File: src/rtl/flagx_pkg.sv
package flagx_pkg;

  localparam int unsigned NUM_DIR = 2;

  typedef enum logic [0:0] {
    DIR_BIT2BYTE = 1'b0,
    DIR_BYTE2BIT = 1'b1
  } flag_dir_e;

  // Decoded action of one slot in one cycle
  typedef enum logic [2:0] {
    OP_IDLE      = 3'd0,
    OP_FILL      = 3'd1,
    OP_DRAIN     = 3'd2,
    OP_PASS      = 3'd3,
    OP_REJECT    = 3'd4,
    OP_MISS      = 3'd5,
    OP_FILL_MISS = 3'd6
  } slot_op_e;

  function automatic slot_op_e decode_op(input logic full, input logic wr, input logic rd);
    slot_op_e op;
    if (full) begin
      if (wr && rd)      op = OP_PASS;
      else if (rd)       op = OP_DRAIN;
      else if (wr)       op = OP_REJECT;
      else               op = OP_IDLE;
    end else begin
      if (wr && rd)      op = OP_FILL_MISS;
      else if (wr)       op = OP_FILL;
      else if (rd)       op = OP_MISS;
      else               op = OP_IDLE;
    end
    return op;
  endfunction

endpackage

File: src/rtl/flagx_ctrl.sv
module flagx_ctrl (
  input  logic clk,
  input  logic rst,
  input  logic wr_stb,
  input  logic rd_stb,
  output logic take_wr,
  output logic take_rd,
  output logic room,
  output logic ready,
  output logic ovf,
  output logic unf
);
  import flagx_pkg::*;

  slot_op_e op;
  logic     next_full;
  logic     ovf_ev;
  logic     unf_ev;
  logic     room_q, ready_q, ovf_q, unf_q;

  always_comb begin
    op      = decode_op(ready_q, wr_stb, rd_stb);
    take_wr = (op == OP_FILL) || (op == OP_PASS) || (op == OP_FILL_MISS);
    take_rd = (op == OP_DRAIN) || (op == OP_PASS);
    ovf_ev  = (op == OP_REJECT);
    unf_ev  = (op == OP_MISS) || (op == OP_FILL_MISS);
    unique case (op)
      OP_FILL, OP_FILL_MISS, OP_PASS, OP_REJECT: next_full = 1'b1;
      OP_DRAIN, OP_MISS:                         next_full = 1'b0;
      default:                                   next_full = ready_q;
    endcase
  end

  always_ff @(posedge clk) begin
    if (rst) begin
      room_q  <= 1'b1;
      ready_q <= 1'b0;
      ovf_q   <= 1'b0;
      unf_q   <= 1'b0;
    end else begin
      room_q  <= ~next_full;
      ready_q <= next_full;
      ovf_q   <= ovf_q | ovf_ev;
      unf_q   <= unf_q | unf_ev;
    end
  end

  assign room  = room_q;
  assign ready = ready_q;
  assign ovf   = ovf_q;
  assign unf   = unf_q;

endmodule

File: src/rtl/flagx_data.sv
module flagx_data #(
  parameter int unsigned W = 8
) (
  input  logic         clk,
  input  logic         rst,
  input  logic         take_wr,
  input  logic         take_rd,
  input  logic [W-1:0] wr_data,
  output logic [W-1:0] rd_data
);

  logic [W-1:0] store_q;
  logic [W-1:0] out_q;

  // Read first: on a pass cycle the old word leaves before the new lands
  always_ff @(posedge clk) begin
    if (rst) begin
      store_q <= '0;
      out_q   <= '0;
    end else begin
      if (take_rd) out_q   <= store_q;
      if (take_wr) store_q <= wr_data;
    end
  end

  assign rd_data = out_q;

endmodule

File: src/rtl/flagx_slot.sv
module flagx_slot #(
  parameter int unsigned W = 8
) (
  input  logic         clk,
  input  logic         rst,
  input  logic         wr_stb,
  input  logic [W-1:0] wr_data,
  output logic         wr_room,
  output logic         wr_ovf,
  input  logic         rd_stb,
  output logic [W-1:0] rd_data,
  output logic         rd_ready,
  output logic         rd_unf
);

  logic take_wr;
  logic take_rd;

  flagx_ctrl u_ctrl (
    .clk     (clk),
    .rst     (rst),
    .wr_stb  (wr_stb),
    .rd_stb  (rd_stb),
    .take_wr (take_wr),
    .take_rd (take_rd),
    .room    (wr_room),
    .ready   (rd_ready),
    .ovf     (wr_ovf),
    .unf     (rd_unf)
  );

  flagx_data #(.W(W)) u_data (
    .clk     (clk),
    .rst     (rst),
    .take_wr (take_wr),
    .take_rd (take_rd),
    .wr_data (wr_data),
    .rd_data (rd_data)
  );

endmodule

File: src/rtl/flag_exchange.sv
module flag_exchange #(
  parameter int unsigned W = 8
) (
  input  logic         clk,
  input  logic         rst,
  input  logic         bit_wr_stb,
  input  logic [W-1:0] bit_wr_data,
  output logic         bit_wr_room,
  output logic         bit_wr_ovf,
  input  logic         byte_rd_stb,
  output logic [W-1:0] byte_rd_data,
  output logic         byte_rd_ready,
  output logic         byte_rd_unf,
  input  logic         byte_wr_stb,
  input  logic [W-1:0] byte_wr_data,
  output logic         byte_wr_room,
  output logic         byte_wr_ovf,
  input  logic         bit_rd_stb,
  output logic [W-1:0] bit_rd_data,
  output logic         bit_rd_ready,
  output logic         bit_rd_unf
);
  import flagx_pkg::*;

  localparam int unsigned NDIR = NUM_DIR;

  logic [NDIR-1:0]         p_wr_stb, p_wr_room, p_wr_ovf;
  logic [NDIR-1:0]         c_rd_stb, c_rd_ready, c_rd_unf;
  logic [NDIR-1:0][W-1:0]  p_wr_data, c_rd_data;

  assign p_wr_stb[DIR_BIT2BYTE]  = bit_wr_stb;
  assign p_wr_data[DIR_BIT2BYTE] = bit_wr_data;
  assign c_rd_stb[DIR_BIT2BYTE]  = byte_rd_stb;
  assign p_wr_stb[DIR_BYTE2BIT]  = byte_wr_stb;
  assign p_wr_data[DIR_BYTE2BIT] = byte_wr_data;
  assign c_rd_stb[DIR_BYTE2BIT]  = bit_rd_stb;

  for (genvar d = 0; d < NDIR; d++) begin : g_dir
    flagx_slot #(.W(W)) u_slot (
      .clk      (clk),
      .rst      (rst),
      .wr_stb   (p_wr_stb[d]),
      .wr_data  (p_wr_data[d]),
      .wr_room  (p_wr_room[d]),
      .wr_ovf   (p_wr_ovf[d]),
      .rd_stb   (c_rd_stb[d]),
      .rd_data  (c_rd_data[d]),
      .rd_ready (c_rd_ready[d]),
      .rd_unf   (c_rd_unf[d])
    );
  end

  assign bit_wr_room   = p_wr_room[DIR_BIT2BYTE];
  assign bit_wr_ovf    = p_wr_ovf[DIR_BIT2BYTE];
  assign byte_rd_data  = c_rd_data[DIR_BIT2BYTE];
  assign byte_rd_ready = c_rd_ready[DIR_BIT2BYTE];
  assign byte_rd_unf   = c_rd_unf[DIR_BIT2BYTE];

  assign byte_wr_room  = p_wr_room[DIR_BYTE2BIT];
  assign byte_wr_ovf   = p_wr_ovf[DIR_BYTE2BIT];
  assign bit_rd_data   = c_rd_data[DIR_BYTE2BIT];
  assign bit_rd_ready  = c_rd_ready[DIR_BYTE2BIT];
  assign bit_rd_unf    = c_rd_unf[DIR_BYTE2BIT];

endmodule

File: config.mk
export PLATFORM = sky130hd
export DESIGN_NAME = flag_exchange
export DESIGN_NICKNAME = d
export VERILOG_FILES = /design/src/rtl/flagx_pkg.sv /design/src/rtl/flagx_ctrl.sv /design/src/rtl/flagx_data.sv /design/src/rtl/flagx_slot.sv /design/src/rtl/flag_exchange.sv
export SDC_FILE = /design/constraint.sdc
export NUM_CORES = 1
export LEC_CHECK = 0
export ABC_AREA = 1
export BUFFER_PORTS_ARGS = -buffer_cell sky130_fd_sc_hd__buf_4
export CORE_MARGIN = 5
export CORE_UTILIZATION = 40
export CTS_CLUSTER_DIAMETER = 60
export DETAILED_ROUTE_END_ITERATION = 12
export SETUP_SLACK_MARGIN = 0.15
export SLEW_MARGIN = 20
export SYNTH_ARGS = -nofsm -noshare
export SYNTH_HDL_FRONTEND = slang
export SYNTH_HIERARCHICAL = 1
export SYNTH_SLANG_ARGS = --single-unit
File: constraint.sdc
create_clock -name clk -period 2.6 [get_ports clk]
set_input_delay 0.26 -clock clk [delete_from_list [all_inputs] [get_ports clk]]
set_output_delay 0.26 -clock clk [all_outputs]
set_load 0.01 [all_outputs]
### Word level (Yosys, flattened, before mapping)

Cells that the tools add are included.

* register bits: 40
* output and inout port bits: 24

* equal/unequal tests: 12
* reductions and logical operators: 14
* muxes and demuxes: 16
* bitwise logic cells: 6

Operators by type and width (count)
* $mux W3: 14
* $eq A3 B3 Y1 const B: 6
* $eq A3 B2 Y1 const B: 4
* $logic_or A1 B1 Y1: 8
* $reduce_or A4 Y1: 2
* $eq A3 B1 Y1 const B: 2
* $or A1 B1 Y1: 4
* $pmux W1 S2: 2
* $reduce_or A2 Y1: 2
* $logic_and A1 B1 Y1: 2
* $not A1 Y1: 2

### Depth between registers and ports, before layout

Gate-level depths: netlist of the first run.

* depth after elaboration: 8
* gate-level depth with buffers: 12
* depth with buffers taken out: 10

### By module

The synthesis of the first run kept the hierarchy.

Modules (own cells, without submodules)
* flagx_data: area an instance 698.2 um^2, cells an instance 102, seq. area each 320.3 um^2, times used 2
* flagx_ctrl: area an instance 291.5 um^2, cells an instance 42, seq. area each 80.1 um^2, times used 2

### Worst setup path before layout of the first run

OpenSTA, ideal clock, no wires.

* path kind: input -> register
* start point: in byte_rd_stb
* end point: reg g_dir[0].u_slot.u_data.store_q[4]
* stages: 10
* path buffers: 2
* slack: 1238 ps
* setup time: 113 ps
* data arrival time: 1250 ps
* cell sequence: inv_1 > ha_1 > o21ai_0 > nand3_1 > nand2_1 > buf_6 > buf_8 > nand2_2 > nand2_1 > nor2_1

* longest elaborated chain between the ends: 7
* elaborated cells between the ends (all ways): 12
* those cells by class: 3 x eq/ne; 6 x mux; 3 x reduce/logical

RTL lines
* start, declared: RTL line flag_exchange.sv:10 `input logic byte_rd_stb,`
* $mux W3: RTL line flagx_pkg.sv:31 `else if (rd) op = OP_MISS;`
* $mux W3: RTL line flagx_pkg.sv:30 `else if (wr) op = OP_FILL;`
* $mux W3: RTL line flagx_pkg.sv:29 `if (wr && rd) op = OP_FILL_MISS;`
* $mux W3 *: RTL line flagx_pkg.sv:23 `if (full) begin`
* $eq A3 B1 Y1 / $eq A3 B2 Y1 (equally long branches): RTL line flagx_ctrl.sv:23 `take_wr = (op == OP_FILL) || (op == OP_PASS) || (op == OP_FILL_MISS);`
* $logic_or A1 B1 Y1: RTL line flagx_ctrl.sv:23
* $logic_or A1 B1 Y1 *: RTL line flagx_ctrl.sv:23
* named net g_dir[0].u_slot.take_wr: RTL line flagx_slot.sv:16 `logic take_wr;`
* end signal, assigned: RTL line flagx_data.sv:22 `if (take_wr) store_q <= wr_data;`
* end, declared: RTL line flagx_data.sv:12 `logic [W-1:0] store_q;`

Mark *: on every way through the listed nets, which the timed path passes. The rest lies on a longest branch.
A chain may end at the register's enable or synchronous reset.

==> results of run 1 <==
worst max-delay path: stages (launching register included):
cell,delay [ps]
dfxtp_1,590
nand2_2,110
nand2_1,110
nand3_1,110
nand2_1,420
nand2_1,100
nand2_1,70
nor2_1,40
how the worst min path moves through the flow:
stage	depth (start not counted)	start	to	slack, ps
after floorplan	1	rst	g_dir[0].u_slot/u_ctrl/ovf	330
after global placement	2	g_dir[1].u_slot/u_ctrl/ovf	g_dir[1].u_slot/u_ctrl/ovf	440
after detailed placement	2	g_dir[1].u_slot/u_ctrl/ovf	g_dir[1].u_slot/u_ctrl/ovf	440
after CTS	2	rst	g_dir[1].u_slot/u_ctrl/ovf	220
after global routing	2	rst	g_dir[1].u_slot/u_ctrl/ovf	230
final	2	rst	g_dir[1].u_slot/u_ctrl/ovf	230
per-layer routing:
metal | track usage | routed length, microns
met1 | 0.146 | 1700
met2 | 0.189 | 1640
met3 | 0.0325 | 191
met4 | 0.0507 | 27
met5 | 0 | 0
Yosys cell counts:
library cell / n / share of area
nor2_1: 74 / 0.14
nand2_1: 72 / 0.14
inv_1: 44 / 0.083
dfxtp_1: 40 / 0.40
nand2_2: 12 / 0.038
nand3_1: 10 / 0.025
buf_6: 8 / 0.046
ha_1: 6 / 0.038
a21oi_1: 4 / 0.010
buf_8: 4 / 0.030
inv_2: 4 / 0.0076
nand2_4: 2 / 0.011
nand3_2: 2 / 0.010
nor2_2: 2 / 0.0063
o21ai_0: 2 / 0.0051
o21bai_1: 2 / 0.0076
report_power, final:
| part | switching, uW | internal [uW] |
|---|---|---|
| logic | 292 | 230 |
| clock network | 196 | 236 |
| registers | 75.5 | 725 |
| total | 563 | 1190 |
cell type report:
type,count,area (sq um)
timing repair buffer,45,338
inverter,48,180
fill,528,2410
clock buffer,7,96.3
tap,67,83.8
sequential,40,801
multi-input combinational,188,848
through the flow:
| step | cells | hold WS (ps) |
|---|---|---|
| floorplan | 288 | 329 |
| global placement | 388 | 440 |
| detailed placement | 388 | 443 |
| CTS | 395 | 223 |
| global route | 395 | 230 |
| finish | 395 | 225 |
sequential cells by signal, indices dropped and copies added (netlist names), named ones only:
name and count:
g_dir.u_slot/u_ctrl/ovf 2, g_dir.u_slot/u_data/store_q 16, g_dir.u_slot/u_ctrl/room 2, g_dir.u_slot/u_data/rd_data 16, g_dir.u_slot/u_ctrl/unf 2
cells by family after synthesis:
family,share of synthesized area
buf+inv,0.167
compound gates,0.0228
flops,0.405
fa+ha+maj,0.0379
simple gates,0.368
==> flow_summary_export.csv, run 1 <==
group,metric,value,unit
global_routing,antenna_found_initial,0,
clocking,post_cts_buffers,0,
run,drv_cap,0,
synth,synth_area,0.00198,sq mm
global_routing,grt_pass1_wl,6.04,mm
finish,post-route-util,0.494,
detailed_routing,dr.first_iter.drc_count,66,
clocking,clock_latency,280,ps
sta,min_period,1660,ps
floorplanning,die_w,80.3,microns
synth,synth_cell_type_count,16,
detailed_routing,viasPerCell,4.12,
synth,syn-mean-instance-area,6.87,sq um
placed_design,detailedPlace.worstSlack,820,ps
sta,skew,4.38,ps
global_routing,grt_max_degree,17,
clocking,post_cts_resized,0,
floorplanning,die_area,0.00646,sq mm
placed_design,place_area,0.00225,sq mm
sta,hold_violations,0,
setup_path,crit_end,"g_dir[0].u_slot/u_data/store_q[2]",
placed_design,dpl.hpwl,2.59,mm
finish,syn_to_final_growth,18.6,%
setup_path,start_kind,"register",
setup_path,rr_endpoint,"g_dir[0].u_slot/u_data/store_q[2]",
sta,setup_viol,0,
min_path,worstHoldPathType,"input pin to register",
setup_path,endpoint_kind,"register",
clocking,clk_path_buf_depth,2,
global_routing,grt-ovfl-total,0,
sta,fmax,601,MHz
floorplanning,start_util,0.416,
detailed_routing,vias,1627,
clocking,cts_tree,"done",
sta,post-route-period-util,0.639,
clocking,htreeDepth,2,
synth,seq_area_frac_synth,0.405,
finish,drive_above_1_share,0.226,
detailed_routing,wirelength,3.57,mm
clocking,cts_root_buf,"clkbuf_8",
global_routing,grt.total_usage,0.117,
detailed_routing,drt_pass1_iterations,4,
power,p_leak,0.00126,uW
finish,n_antenna_cell,0,
finish,postLayoutCellArea,0.00235,sq mm
sta,worst_slew_pin_slew,533,ps
sta,finalSetupTns,0,ps
clocking,cts_buffers,5,
setup_path,r2r_cells,7,
floorplanning,io_pins,46,
clocking,numClockSinks,40,
clocking,worst_setup_hold_path_clk_slew,70,ps
finish,layout_common_cells,"nor2_1 (74), nand2_1 (72), buf_4 (45)",
clocking,hold_buffers,0,
finish,nNetsFinal,356,
sta,worst_slack,937,ps
synth,netlist_instances,288,
floorplanning,core_area,0.00475,sq mm
setup_path,worst-r2r-setup-slack,940,ps
synth,ys_seq_elements,40,
synth,synth.net_count,316,
synth,synth.yosys.warnings,6,
sta,relSlewSlack,0.644,
setup_path,cp.required,2770,ps
power,power.ir.vdd_worst,329,uV
sta,slew_violations,0,
placed_design,io_buffers,45,
setup_path,crit_arrival,1840,ps
global_routing,grt_pass1_vias,1437,
run_status,status,"completed",
sta,rsz0062_at_grt,"no",
setup_path,worst-setup-path-type,"register to register",
floorplanning,row_count,25,
detailed_routing,wl_per_cell,9.03,microns
setup_path,crit_path_max_fanout,16,
detailed_routing,ant_nets,0,
detailed_routing,drc,0,
finish,final_common_cell,"nor2_1",
power,finalPower,1750,uW
placed_design,gp_congestion,0.740,
power,p_per_area,747,mW/mm^2
floorplanning,die_y,80.3,microns
Power figures use the tool's default switching activity.
==> run 2: changes to the inputs <==
Settings changed: ABC_AREA 1 to 0, PLACE_DENSITY from default to 0.66.
Clock period 2.6 ns to 1.5 ns, I/O delays scaled along.
==> run 2 against run 1 <==
  * Clock power grew 120%
  * Design area shrank 0.75%
  * Sequential cell count is the same
  * Non-clock buffer count grew 17
  * Largest power group unchanged
  * Critical path type unchanged
  * First-iteration DRC count shrank 11%
  * Setup slack lost 690 ps
==> flow_summary_export.csv, run 2 <==
group,metric,value,unit
run_status,status,"completed",
detailed_routing,m1WireLength,1.61,mm
power,power.ir.vdd_worst,668,uV
global_routing,grt_pass1_vias,1348,
detailed_routing,vias,1312,
synth,netlist_instances,170,
sta,setup_viol,0,
clocking,clock_latency,280,ps
detailed_routing,viasPerCell,4.69,
synth,ys_seq_elements,40,
global_routing,grt-ovfl-total,0,
sta,hold_violations,0,
sta,relSlewSlack,0.738,
sta,slew_violations,0,
sta,skew,4.82,ps
synth,synth.net_count,198,
power,p_leak,0.00105,uW
setup_path,crit_arrival,1410,ps
synth,synth_most_common_cell,"nor2_1",
setup_path,cp.required,1660,ps
setup_path,worst-setup-path-type,"register to register",
detailed_routing,drt_pass1_iterations,4,
synth,syn-mean-instance-area,10.1,sq um
clocking,worst_setup_hold_path_clk_slew,80,ps
finish,multiInputGateArea,836,sq um
synth,synth_cell_type_count,20,
synth,synthTopCellsByCount,"nor2_1 (42), dfxtp_1 (40), mux2i_1 (32)",
detailed_routing,dr.first_iter.drc_count,59,
detailed_routing,wl_per_cell,12.4,microns
detailed_routing,wl_met2,1.59,mm
synth,yosys-top-cells-area,"dfxtp_1 (47%), mux2i_1 (19%), nor2_1 (9.2%)",
synth,synthArstFlopShare,0,
power,p_per_area,1120,mW/mm^2
finish,fill_cells,367,
finish,layout_common_cells,"buf_4 (60), nor2_1 (42), dfxtp_1 (40)",
placed_design,detailedPlace.worstSlack,-557,ps
setup_path,path_common_cell,"nor2_1",
synth,synth.top_cell.area_share,0.466,
placed_design,dpl.hpwl,2.48,mm
setup_path,start_kind,"register",
sta,holdWs,97.9,ps
min_path,worstHoldPathType,"input pin to register",
clocking,cts_root_buf,"clkbuf_8",
clocking,numClockSinks,40,
synth,synth_ff_type,"dfxtp_1",
setup_path,slowest_delay,360,ps
synth,seq_area_frac_synth,0.466,
detailed_routing,ant_nets,0,
sta,fmax,799,MHz
detailed_routing,wirelength,3.46,mm
placed_design,gp_congestion,0.771,
floorplanning,die_y,75.6,microns
setup_path,crit_path_cell_trace,"inv_2 -> buf_4 -> nor2_1 -> buf_6 -> mux2i_1 -> nor2_1",
placed_design,io_buffers,45,
setup_path,path_buf_inv,3,
synth,synth-edff-count,0,
sta,worst_slew_pin_slew,392,ps
synth,synth.yosys.warnings,6,
floorplanning,die_w,75.6,microns
finish,nNetsFinal,257,
global_routing,antenna_found_initial,0,
global_routing,grt_pass1_wl,5.97,mm
synth,yosysTopAreaCell,"dfxtp_1",
clocking,htreeDepth,2,
detailed_routing,top_layer,"met4",
clocking,cts_tree,"done",
finish,seq_area,801,sq um
sta,min_period,1250,ps
finish,syn_to_final_growth,35.5,%
setup_path,critical-path-top-delay-family,"buffers and inverters",
setup_path,endpoint_kind,"register",
floorplanning,die_area,0.00571,sq mm
placed_design,dp_cells,271,
floorplanning,start_util,0.421,
synth,synth_area,0.00172,sq mm
setup_path,crit_path_max_fanout,8,
sta,worst_slack,249,ps
run,drv_cap,0,
detailed_routing,wl_met3,228,microns
floorplanning,core_area,0.00409,sq mm
clocking,cts_buffers,5,
power,finalPower,2610,uW
setup_path,crit_slowest_cell,"dfxtp_1",
sta,post-route-period-util,0.834,
finish,final_common_cell,"buf_4",
sta,rsz0062_at_grt,"no",
global_routing,grt.total_usage,0.136,
finish,drive_above_1_share,0.352,
floorplanning,row_count,23,
finish,n_antenna_cell,0,
global_routing,grt_max_degree,39,
detailed_routing,drc,0,
clocking,clk_path_buf_depth,2,
floorplanning,io_pins,46,
finish,finalNonFillerCells,280,
## run 2: what timing repair did
action                     in CTS  in global routing
setup endpoints to repair       8                  8
gates resized for setup         2                  1
setup buffers                   0                  1
hold buffers                    0                  0
## run 2: metal layers
| metal | GRT usage | vias to the layer above |
|---|---|---|
| li1 | - | 693 |
| met1 | 0.166 | 588 |
| met2 | 0.220 | 27 |
| met3 | 0.0501 | 4 |
| met4 | 0.0505 | 0 |
| met5 | 0 | - |
## run 2: stage by stage
step,area [sq um],utilization,setup TNS (ps)
2_1_floorplan,1740,-,0
3_5_place_dp,2160,0.530,-4330
3_3_place_gp,2160,0.530,-3690
5_1_grt,2330,0.570,0
4_1_cts,2310,0.564,0
6_report,2330,0.570,0
## run 2: final timing paths
kind | startpoint | end | slack [ps] | cells past startpoint
worst max register to register | register | g_dir[0].u_slot/u_data/rd_data[3] | 250 | 6
worst min register to register | g_dir[1].u_slot/u_ctrl/ovf | g_dir[1].u_slot/u_ctrl/ovf | 480 | 2
worst min-delay path | bit_wr_data[0] | g_dir[0].u_slot/u_data/store_q[0] | 100 | 3
worst max-delay path | register | g_dir[0].u_slot/u_data/rd_data[3] | 250 | 6
## run 2: logic make-up after synthesis
logic type               count (synthesis)  share of synthesized area
adder cells (fa/ha/maj)                  6                     0.0437
AND/OR/NAND/NOR                         62                      0.180
buffers and inverters                   16                     0.0713
multiplexers                            32                      0.186
flip-flops                              40                      0.466
AO/OA/AOI/OAI                           14                     0.0524
## run 2: power by group
part           switching [uW]  leakage, uW  internal, uW  total [uW]
Combinational             224     0.000658           273         497
Sequential               36.9     0.000327          1140        1170
Clock                     356    0.0000645           587         943
Total                     617      0.00105          2000        2610
## run 2: cell type report
type / instances / area share
inverters: 6 / 0.00967
clock buffers: 7 / 0.0414
multi-input cells: 114 / 0.359
flip-flops and latches: 40 / 0.344
well taps: 50 / 0.0269
clock inverters: 1 / 0.0129
repair buffers: 62 / 0.207
## run 2: worst register-to-register path: stages (launching register included)
cell and delay [ps]:
dfxtp_1 360, inv_2 70, buf_4 130, nor2_1 130, buf_6 170, mux2i_1 210, nor2_1 60
==> run 3: changes to the inputs <==
Clock period 1.5 ns to 1.15 ns, I/O delays scaled along.
==> run 3 against run 2 <==
  * The run now ends with negative setup slack left
  * Utilization is 3.4 points higher
  * Clock power is 8.4% lower
  * Combinational power is 47% higher
  * Global-route usage is 0.15 points higher
  * Sequential power is 32% higher
  * Largest cell class unchanged
  * Highest routed layer unchanged
==> flow_summary_export.csv, run 3 (synthesized netlist as in run 2, its figures left out) <==
group,metric,value,unit
floorplanning,row_count,23,
clocking,worst_setup_hold_path_clk_slew,70,ps
detailed_routing,vias,1380,
finish,final_common_cell,"buf_4",
sta,min_period,1160,ps
placed_design,gp_congestion,0.750,
sta,slew_violations,0,
floorplanning,die_area,0.00571,sq mm
placed_design,place_area,0.00224,sq mm
clocking,cts_buffers,5,
run_status,status,"finished with violations",
setup_path,cp.required,1330,ps
global_routing,grt.total_usage,0.138,
sta,setup_viol,4,
finish,post-route-util,0.604,
run,drv_cap,0,
finish,drive_above_1_share,0.433,
detailed_routing,wirelength,3.71,mm
power,p_leak,0.00109,uW
power,p_comb_frac,0.233,
sta,post-route-period-util,1.01,
power,clockPowerShare,0.276,
setup_path,crit_arrival,1340,ps
placed_design,dpl.hpwl,2.59,mm
sta,skew,6.48,ps
finish,fill_cells,358,
sta,relSlewSlack,0.831,
sta,fmax,863,MHz
clocking,cts_tree,"done",
power,finalPower,3130,uW
sta,worst_slack,-8.13,ps
clocking,clock_latency,280,ps
detailed_routing,drc,0,
setup_path,endpoint_kind,"register",
setup_path,crit_path_cell_trace,"inv_4 -> a21oi_2 -> a31oi_1 -> buf_4 -> mux2i_1 -> nor2_1",
global_routing,grt_max_degree,24,
setup_path,crit_path_max_fanout,8,
finish,syn_to_final_growth,43.7,%
setup_path,slowest_delay,340,ps
power,p_per_area,1270,mW/mm^2
floorplanning,io_pins,46,
power,seqPwrFrac,0.492,
detailed_routing,ant_nets,0,
min_path,worstHoldPathType,"input pin to register",
setup_path,path_buf_inv,2,
sta,worst_slew_pin_slew,253,ps
detailed_routing,wl_per_cell,12.9,microns
setup_path,critical-path-top-delay-family,"flip-flops",
clocking,numClockSinks,40,
min_path,whs_path_depth,3,
finish,multiInputGateArea,918,sq um
setup_path,path_depth,6,
setup_path,worst-setup-path-type,"register to register",
finish,postLayoutCellArea,0.00247,sq mm
detailed_routing,drt_pass1_iterations,4,
sta,hold_violations,0,
global_routing,antenna_found_initial,0,
power,power.ir.vdd_worst,872,uV
finish,seq_area,803,sq um
floorplanning,die_w,75.6,microns
finish,nNetsFinal,266,
placed_design,io_buffers,45,
power,switchingPower,832,uW
global_routing,grt-ovfl-total,0,
floorplanning,die_y,75.6,microns
finish,layout_common_cells,"buf_4 (64), nor2_1 (40), dfxtp_1 (38)",
power,switching_share,0.266,
sta,rsz0062_at_grt,"yes",
global_routing,grt_pass1_vias,1364,
clocking,clk_path_buf_depth,2,
detailed_routing,viasPerCell,4.79,
detailed_routing,dr.first_iter.drc_count,24,
clocking,cts_root_buf,"clkbuf_8",
setup_path,crit_slowest_cell,"dfxtp_2",
floorplanning,core_area,0.00409,sq mm
power,intPower,2300,uW
global_routing,grt_pass1_wl,5.94,mm
finish,n_antenna_cell,0,
clocking,htreeDepth,2,
floorplanning,start_util,0.421,
run_status,violations,"negative setup slack",
setup_path,start_kind,"register",
setup_path,r2r_cells,6,
-- run 3: per-layer routing --
layer / GRT usage / vias up / wire [microns]
li1: - / 706 / -
met1: 0.177 / 639 / 1660
met2: 0.215 / 33 / 1830
met3: 0.0488 / 2 / 195
met4: 0.0466 / 0 / 20
met5: 0 / - / 0
-- run 3: path summary, 6_finish.rpt --
path,from,endpoint,slack [ps]
setup / recovery,register,g_dir[1].u_slot/u_data/store_q[2],-8
hold / removal,byte_wr_data[6],g_dir[1].u_slot/u_data/store_q[6],60
setup reg to reg,register,g_dir[1].u_slot/u_data/store_q[2],-8
hold reg to reg,g_dir[1].u_slot/u_ctrl/unf,g_dir[1].u_slot/u_ctrl/unf,480
-- run 3: final cells by class --
cell class	instances	area share
clock buffers	5	0.0279
clock inverters	2	0.00507
inverters	6	0.0132
multi-input cells	114	0.372
flip-flops and latches	40	0.325
well taps	50	0.0253
repair buffers	71	0.232
-- run 3: what timing repair did --
item	CTS	global route
resized for setup	7	23
pin swaps	5	13
endpoints found under the setup margin	40	39
hold buffers	0	0
setup buffers	1	1
-- run 3: tightest hold or removal path, stage by stage --
cell,delay (ps)
buf_4,70
mux2i_1,50
nor2_1,70
-- run 3: power groups by stage --
stage / Sequential [uW] / Combinational [uW] / Clock (uW)
floorplan: 1580 / 394 / 0
global placement: 1560 / 635 / 0
detailed placement: 1560 / 643 / 0
CTS: 1530 / 668 / 904
global route: 1550 / 800 / 979
finish: 1540 / 730 / 864
-- run 3: through the flow --
step           setup WS [ps]  hold slack, ps  setup TNS, ps  cells
4_1_cts                 2.47            52.9              0    287
5_1_grt                 -103            46.4          -1320    288
2_1_floorplan           -116             187          -1830    170
3_3_place_gp            -279             350          -4390    279
6_report               -8.13            63.3          -25.5    288
3_5_place_dp            -273             360          -4670    279
